===== config.mk =====
export PLATFORM = sky130hd
export DESIGN_NAME = acc_cpu
export DESIGN_NICKNAME = d
export VERILOG_FILES = /design/src/rtl/acc_cpu_pkg.sv /design/src/rtl/acc_cpu_decode.sv /design/src/rtl/acc_cpu_alu.sv /design/src/rtl/acc_cpu.sv
export SDC_FILE = /design/constraint.sdc
export NUM_CORES = 1
export LEC_CHECK = 0
export CAP_MARGIN = 15
export CORE_ASPECT_RATIO = 1.1
export CORE_MARGIN = 3
export CORE_UTILIZATION = 55
export DETAILED_ROUTE_END_ITERATION = 7
export HOLD_SLACK_MARGIN = 0.1
export PLACE_DENSITY = 0.77
export SYNTH_ARGS = -nofsm -noshare
export SYNTH_HDL_FRONTEND = slang
export SYNTH_SLANG_ARGS = --single-unit

===== constraint.sdc =====
create_clock -name clk -period 7.15 [get_ports clk]
set_input_delay 1.0725 -clock clk [delete_from_list [all_inputs] [get_ports clk]]
set_output_delay 1.0725 -clock clk [all_outputs]
set_load 0.01 [all_outputs]

===== src/rtl/acc_cpu_pkg.sv =====
package acc_cpu_pkg;

    // opcode values held in the top field of an instruction word
    localparam int OPC_W = 4;
    localparam logic [OPC_W-1:0] OPC_LOAD  = 4'b0001;
    localparam logic [OPC_W-1:0] OPC_STORE = 4'b0010;
    localparam logic [OPC_W-1:0] OPC_ADD   = 4'b0011;
    localparam logic [OPC_W-1:0] OPC_SUB   = 4'b0100;
    localparam logic [OPC_W-1:0] OPC_HALT  = 4'b0111;
    localparam logic [OPC_W-1:0] OPC_JUMP  = 4'b1001;
    localparam logic [OPC_W-1:0] OPC_RETI  = 4'b1010;

    typedef enum logic [3:0] {
        ST_POLL,    // start of instruction: interrupt test
        ST_FETCH,   // MAR <- PC
        ST_FRD,     // instruction address on the bus
        ST_FCAP,    // read data valid: IR <- data, PC <- PC + 1
        ST_DECODE,  // MAR <- operand field, dispatch
        ST_ORD,     // operand address on the bus
        ST_OCAP,    // MBR <- data
        ST_EXEC,    // AC <- f(AC, MBR)
        ST_STORE,   // write strobe
        ST_HALT     // parked until reset
    } state_e;

    typedef enum logic [1:0] {
        ALU_PASS,
        ALU_ADD,
        ALU_SUB
    } alu_op_e;

    typedef struct packed {
        logic    rd_operand;
        alu_op_e alu;
        logic    store;
        logic    jump;
        logic    halt;
        logic    reti;
    } dec_t;

endpackage


===== src/rtl/acc_cpu_decode.sv =====
module acc_cpu_decode
    import acc_cpu_pkg::*;
(
    input  logic [OPC_W-1:0] opcode,
    output dec_t             ctl
);

    always_comb begin
        ctl = '{rd_operand: 1'b0, alu: ALU_PASS, store: 1'b0,
                jump: 1'b0, halt: 1'b0, reti: 1'b0};
        unique case (opcode)
            OPC_LOAD: begin
                ctl.rd_operand = 1'b1;
                ctl.alu        = ALU_PASS;
            end
            OPC_ADD: begin
                ctl.rd_operand = 1'b1;
                ctl.alu        = ALU_ADD;
            end
            OPC_SUB: begin
                ctl.rd_operand = 1'b1;
                ctl.alu        = ALU_SUB;
            end
            OPC_STORE: ctl.store = 1'b1;
            OPC_JUMP:  ctl.jump  = 1'b1;
            OPC_HALT:  ctl.halt  = 1'b1;
            OPC_RETI:  ctl.reti  = 1'b1;
            default:   ;  // unlisted opcodes act as no-operation
        endcase
    end

endmodule


===== src/rtl/acc_cpu_alu.sv =====
module acc_cpu_alu
    import acc_cpu_pkg::*;
#(
    parameter int DW = 16
) (
    input  alu_op_e       op,
    input  logic [DW-1:0] acc,
    input  logic [DW-1:0] opnd,
    output logic [DW-1:0] res
);

    always_comb begin
        unique case (op)
            ALU_ADD:  res = acc + opnd;
            ALU_SUB:  res = acc - opnd;
            default:  res = opnd;
        endcase
    end

endmodule


===== src/rtl/acc_cpu.sv =====
module acc_cpu
    import acc_cpu_pkg::*;
#(
    parameter int              DW      = 16,
    parameter int              AW      = 12,
    parameter logic [AW-1:0]   IRQ_VEC = 12'h004
) (
    input  logic          clk,
    input  logic          rst_n,
    input  logic          irq,
    output logic [AW-1:0] mem_addr,
    output logic [DW-1:0] mem_wdata,
    output logic          mem_we,
    input  logic [DW-1:0] mem_rdata,
    output logic          halted
);

    localparam int OPC_LSB = AW;
    localparam int OPC_MSB = AW + OPC_W - 1;

    typedef struct packed {
        state_e        st;
        logic [AW-1:0] pc;
        logic [AW-1:0] mar;
        logic [AW-1:0] shadow;
        logic [DW-1:0] ir;
        logic [DW-1:0] mbr;
        logic [DW-1:0] ac;
        logic          ie;
    } regs_t;

    localparam regs_t REGS_RST = '{
        st:     ST_POLL,
        pc:     '0,
        mar:    '0,
        shadow: '0,
        ir:     '0,
        mbr:    '0,
        ac:     '0,
        ie:     1'b1
    };

    regs_t         q;
    regs_t         d;
    dec_t          dec;
    logic [DW-1:0] alu_res;

    acc_cpu_decode u_decode (
        .opcode (q.ir[OPC_MSB:OPC_LSB]),
        .ctl    (dec)
    );

    acc_cpu_alu #(.DW(DW)) u_alu (
        .op   (dec.alu),
        .acc  (q.ac),
        .opnd (q.mbr),
        .res  (alu_res)
    );

    always_comb begin
        d = q;
        unique case (q.st)
            ST_POLL: begin
                if (irq && q.ie) begin
                    d.shadow = q.pc;
                    d.pc     = IRQ_VEC;
                    d.ie     = 1'b0;
                end
                d.st = ST_FETCH;
            end
            ST_FETCH: begin
                d.mar = q.pc;
                d.st  = ST_FRD;
            end
            ST_FRD: begin
                d.st = ST_FCAP;
            end
            ST_FCAP: begin
                d.ir = mem_rdata;
                d.pc = q.pc + 1'b1;
                d.st = ST_DECODE;
            end
            ST_DECODE: begin
                d.mar = q.ir[AW-1:0];
                if (dec.rd_operand) begin
                    d.st = ST_ORD;
                end else if (dec.store) begin
                    d.st = ST_STORE;
                end else if (dec.jump) begin
                    d.pc = q.ir[AW-1:0];
                    d.st = ST_POLL;
                end else if (dec.halt) begin
                    d.st = ST_HALT;
                end else if (dec.reti) begin
                    d.pc = q.shadow;
                    d.ie = 1'b1;
                    d.st = ST_POLL;
                end else begin
                    d.st = ST_POLL;
                end
            end
            ST_ORD: begin
                d.st = ST_OCAP;
            end
            ST_OCAP: begin
                d.mbr = mem_rdata;
                d.st  = ST_EXEC;
            end
            ST_EXEC: begin
                d.ac = alu_res;
                d.st = ST_POLL;
            end
            ST_STORE: begin
                d.st = ST_POLL;
            end
            ST_HALT: begin
                d.st = ST_HALT;
            end
            default: begin
                d.st = ST_POLL;
            end
        endcase
    end

    always_ff @(posedge clk or negedge rst_n) begin
        if (!rst_n) begin
            q <= REGS_RST;
        end else begin
            q <= d;
        end
    end

    assign mem_addr  = q.mar;
    assign mem_wdata = q.ac;
    assign mem_we    = (q.st == ST_STORE);
    assign halted    = (q.st == ST_HALT);

endmodule


### After elaboration in Yosys (flattened, before gate mapping)

Cells that the tools add are included.

* bits in registers: 89
* word-level logic and storage cells: 70
* bits of input ports: 19

* reduce and logical (&&, ||, !) cells: 8
* multiplexer cells: 25
* equality and inequality tests: 26
* $add $sub $neg: 3

Operator list (number)
* 12-bit two-way mux: 5
* 12-bit case mux with 3 select lines: 1
* 16-bit case mux with 2 select lines: 1
* 4-bit case mux with 8 select lines: 1
* 4-bit by 3-bit == test with 1-bit output, second input constant: 6
* 12-bit case mux with 2 select lines: 1
* 16-bit adder: 1
* 4-bit by 2-bit == test with 1-bit output, second input constant: 4
* 4-bit == test, second input constant: 4
* 16-bit two-way mux: 1
* 16-bit subtractor: 1
* 12-bit by 1-bit adder with 12-bit output, second input constant: 1
* 4-bit two-way mux: 3
* 2-bit inequality test, second input constant: 6
* 1-bit two-way mux: 10
* 3-bit case mux with 3 select lines: 1
* 4-bit by 1-bit == test with 1-bit output, second input constant: 2
* 7-bit AND reduction: 1
* 3-bit inequality test, second input constant: 2
* 6-bit AND reduction: 1
* 4-bit zero test: 1
* 2-bit nonzero test: 2
* 3-bit nonzero test: 1
* 2-bit by 1-bit == test with 1-bit output, second input constant: 1
* 4 further kinds: 4

### Longest topological paths before layout

* depth in word-level cells: 8
* gate-level depth with buffers: 17

### Cells and area by module

A second synthesis with hierarchy kept.

* cells, all modules: 587
* area total of the unflattened synthesis: 5481.5 sq um

Modules (own cells, without submodules)
* acc_cpu: cells an instance 390, sequential area each 2228.4 sq um, area each 4182.8 sq um, times used 1
* acc_cpu_alu: cells an instance 186, sequential area each 0.0 sq um, area each 1231.2 sq um, times used 1
* acc_cpu_decode: cells an instance 11, sequential area each 0.0 sq um, area each 67.6 sq um, times used 1

### Worst setup path before layout

No wires, ideal clock.

* path kind: flip-flop to flip-flop
* start point: register q[47] (netlist name)
* end point: register q (netlist bit mem_wdata[15])
* period minus slack after synthesis: 3.538 ns
* setup time: 0.086 ns
* data arrival time: 3.452 ns
* data required time: 7.064 ns
* cell stages (with the launch flop): 18
* slack: 3.612 ns
* path through: dfrtp_1 > clkbuf_1 > nand2b_1 > or3_1 > inv_1 > ha_1 > clkbuf_1 > nor2_1 > xnor2_1 > ha_1 > o211a_1 > o31ai_1 > a31oi_2 > o211ai_1 > a21oi_2 > xnor2_2 > mux2_1 > a32oi_1

* cells in the longest elaborated chain, start to end: 4

RTL lines
* start: declaration: line acc_cpu.sv:43 `regs_t q;`
* start signal: assignment: line acc_cpu.sv:127 `q <= REGS_RST;`
* start signal: assignment: line acc_cpu.sv:129 `q <= d;`
* 4-bit by 3-bit == test with 1-bit output (tied with other cells): line acc_cpu_decode.sv:11 `unique case (opcode)`
* 3-bit case mux with 3 select lines *: line acc_cpu_decode.sv:11
* 2-bit == test / 2-bit by 1-bit == test with 1-bit output (equally long branches): line acc_cpu_alu.sv:13 `unique case (op)`
* 16-bit case mux with 2 select lines *: line acc_cpu_alu.sv:13

Every way passes the cells marked *; elsewhere a longest branch is shown, timed or not.
A chain may end at the register's enable or synchronous reset.

### Worst setup path after layout

* start point: register q[48] (netlist name)
* end point: register q (netlist bit mem_wdata[15])

Same word-level chain as after synthesis.

==> run_results.csv <==
group,metric,value,unit
run_status,status,"finished clean",
die,die_w,100,um
final_layout,nets,637,
global_routing,grt_pass1_vias,4108,
synth,synth_edf_count,0,
worst_setup_path,path_buf_inv,2,
drt,first_iter_violations,304,
synth,yosysSeqAreaShare,0.414,
pwr,power,2.99,mW
final_layout,multi_input_area,2790,um^2
worst_setup_path,cp_cell_sequence,"nand2b_1, or3_1, inv_1, ha_1, mux2_2, inv_1, ha_1, nor2b_1, o31ai_1, a31oi_2, o211ai_1, a21oi_2, xnor2_2, mux2_1, a32oi_1",
final_layout,final_cell_mix,"nand2_1, dfrtp_1, clkdlybuf4s50_1",
sta,slew_headroom,0.175,
drt,drc,0,
die,die_y,110,um
final_layout,syn2layout_area_growth,11.0,%
pwr,power_density,500,nW/um^2
worst_setup_path,cp_slowest_cell,"ha_1",
clock_tree,numCtsBuffers,9,
worst_setup_path,critical_path.startpoint_type,"flip-flop",
clock_tree,clock_latency,0.37,ns
drt,wire_per_inst,16.4,um
synth,yosys.cell_types.count,55,
flow_run,drv_cap,0,
clock_tree,cts_tree,"built",
clock_tree,clock_sinks,89,
global_routing,grt_usage,0.225,
synth,synthArstFlopShare,1.00,
synth,synth_cells,586,
drt,via_per_inst,5.88,
synth,ys_ff_latch,89,
pwr,peakVddDrop,202,uV
sta,setup_tns,0,ns
pwr,clockPowerShare,0.112,
pwr,p_leak,2.69,nW
sta,worst_pin_slew,1.23,ns
global_routing,use_met3,0.0336,
pwr,comb_power_share,0.578,
worst_setup_path,crit_family,"compound AO/OA/AOI/OAI gates",
final_layout,final_common_cell,"nand2_1",
sta,rsz0062_at_grt,"no",
placement,portBuffers,48,
global_routing,gr-usage-met1,0.289,
drt,ant_nets,0,
clock_tree,clkTransAtPathRegs,0.09,ns
clock_tree,post_cts_buffers,0,
sta,finalHoldViolations,0,
global_routing,antenna_found_initial,0,
final_layout,num-fill-cells,798,
global_routing,overflow,0,
synth,synth_area,5390,um^2
placement,finalWeightedCongestion,0.873,
global_routing,grt_max_degree,69,
worst_setup_path,critPathMaxStageDelay,0.47,ns
worst_setup_path,path_class,"flip-flop to flip-flop",
sta,final-setup-viol-count,0,
worst_setup_path,cp_max_fo,15,
drt,vias,4231,
pwr,p_sw,1.31,mW
clock_tree,cts_resized,0,
worst_setup_path,required,7.44,ns
global_routing,grt_pass1_wl,19.6,mm
worst_setup_path,reg2reg_slack,3.21,ns
synth,synth_area_per_cell,9.19,um^2
global_routing,grt-busiest-layer,"met2",
clock_tree,cts.path.max_buffers,2,
sta,fin_skew,0.00612,ns
final_layout,layout-drive-gt1-share,0.104,
die,num_rows,37,
sta,max_freq,0.254,GHz
drt,wirelength,11.8,mm
synth,ys.flop_type,"dfrtp_1",
sta,finalCriticalPeriod,3.94,ns
pwr,p_int,1.68,mW
worst_setup_path,cp-end-kind,"flip-flop",
die,fp.coreArea,9440,um^2
pwr,p_sw_frac,0.439,
global_routing,grt_util_met2,0.381,
pwr,power_frac_seq,0.309,
die,die-area,11000,um^2
sta,min_period_over_period,0.552,
clock_tree,root_buffer,"clkbuf_8",
synth,ys_warn_count,0,
worst_setup_path,worstPathArrival,4.23,ns
clock_tree,cts_htree_levels,3,
sta,whs,0.478,ns
clock_tree,cts_hold_buf,0,
die,start_util,0.570,
placement,post-dp-hpwl,8.39,mm
die,io_pins,49,
synth,syn_nets,625,
sta,timing.final.max_slew_violations,0,
hold_path,hold_class,"flip-flop to flip-flop",
final_layout,antennaDiodeCount,0,
drt,drt_pass1_iterations,5,
final_layout,register_area,2230,um^2
-- stage by stage --
step	setup slack [ns]	cell area [um^2]	cells	utilization
finish	3.21	5980	720	0.633
global route	2.93	5980	720	0.633
CTS	3.22	5940	718	0.629
detailed placement	3.26	5750	702	0.609
global placement	3.32	5750	702	0.609
floorplan	3.61	5390	586	-
-- worst paths after layout --
path,from,endpoint,cells past startpoint
min reg2reg,mem_addr[7]$_DFFE_PN0P_,mem_addr[7]$_DFFE_PN0P_,2
max in group asynchronous,rst_n,mem_addr[7]$_DFFE_PN0P_,2
min,mem_addr[7]$_DFFE_PN0P_,mem_addr[7]$_DFFE_PN0P_,2
min in group asynchronous,rst_n,mem_wdata[13]$_DFFE_PN0N_,1
max reg2reg,q[48]$_DFFE_PN0P_,mem_wdata[15]$_DFFE_PN0N_,15
max,q[48]$_DFFE_PN0P_,mem_wdata[15]$_DFFE_PN0N_,15
-- per-layer routing --
layer / share of wire / wire (um)
met1: 0.44 / 5160
met2: 0.50 / 5920
met3: 0.041 / 482
met4: 0.021 / 246
met5: 0 / 0
-- power groups by stage --
| stage | Sequential (mW) | Combinational (mW) | Clock, mW |
|---|---|---|---|
| after CTS | 0.920 | 1.71 | 0.343 |
| after detailed placement | 0.927 | 1.70 | 0 |
| final | 0.925 | 1.73 | 0.336 |
| after floorplan | 0.833 | 1.43 | 0 |
| after global placement | 0.914 | 1.63 | 0 |
| after global routing | 0.955 | 1.94 | 0.366 |
-- worst reg2reg max path, delay by kind of cell (launching register included) --
| kind | cells | cell delay [ns] |
|---|---|---|
| AOI/OAI and AO/OA | 5 | 0.98 |
| xor gates and xnor gates | 1 | 0.19 |
| adders and majority gates | 2 | 0.68 |
| buffers and inverters | 2 | 0.13 |
| DFF | 1 | 0.45 |
| muxes | 2 | 0.77 |
| and+or+nand+nor | 3 | 0.66 |
-- state kept, by name, summed over array words and instances (netlist names) --
signal / count
mem_wdata: 16
mem_addr: 12
q: 61
-- cells by family (layout without fill, tap and decap cells) --
group / count (synthesis) / count (layout) / synth area share
adders and majority gates: 20 / 20 / 0.0478
xor gates and xnor gates: 29 / 29 / 0.0485
buffers and inverters: 69 / 86 / 0.0687
DFF: 89 / 89 / 0.414
AOI/OAI and AO/OA: 115 / 115 / 0.136
and+or+nand+nor: 208 / 208 / 0.174
muxes: 56 / 56 / 0.111
-- cells in the mapped netlist, drive strengths merged, types with 7 or more instances --
cell / number / area share
nand2: 116 / 0.081
clkbuf: 21 / 0.015
a21oi: 23 / 0.022
nor3: 12 / 0.013
mux2: 28 / 0.059
xnor2: 24 / 0.040
nor2: 35 / 0.024
nor2b: 9 / 0.010
dfrtp: 88 / 0.41
o21ai: 37 / 0.034
nand2b: 7 / 0.0081
buf: 35 / 0.045
a31oi: 7 / 0.0093
a22oi: 11 / 0.015
ha: 19 / 0.044
mux2i: 28 / 0.052
inv: 13 / 0.0091
and3: 9 / 0.010
a22o: 9 / 0.015
-- layout make-up --
cell class,count,share of cell area
clock buffers,12,0.0276
well taps,117,0.0245
flip-flops and latches,89,0.373
clock inverters,4,0.00439
inverters,13,0.00816
repair buffers,57,0.0958
multi-input cells,428,0.467
No activity file was read; power rests on OpenSTA's default activity.
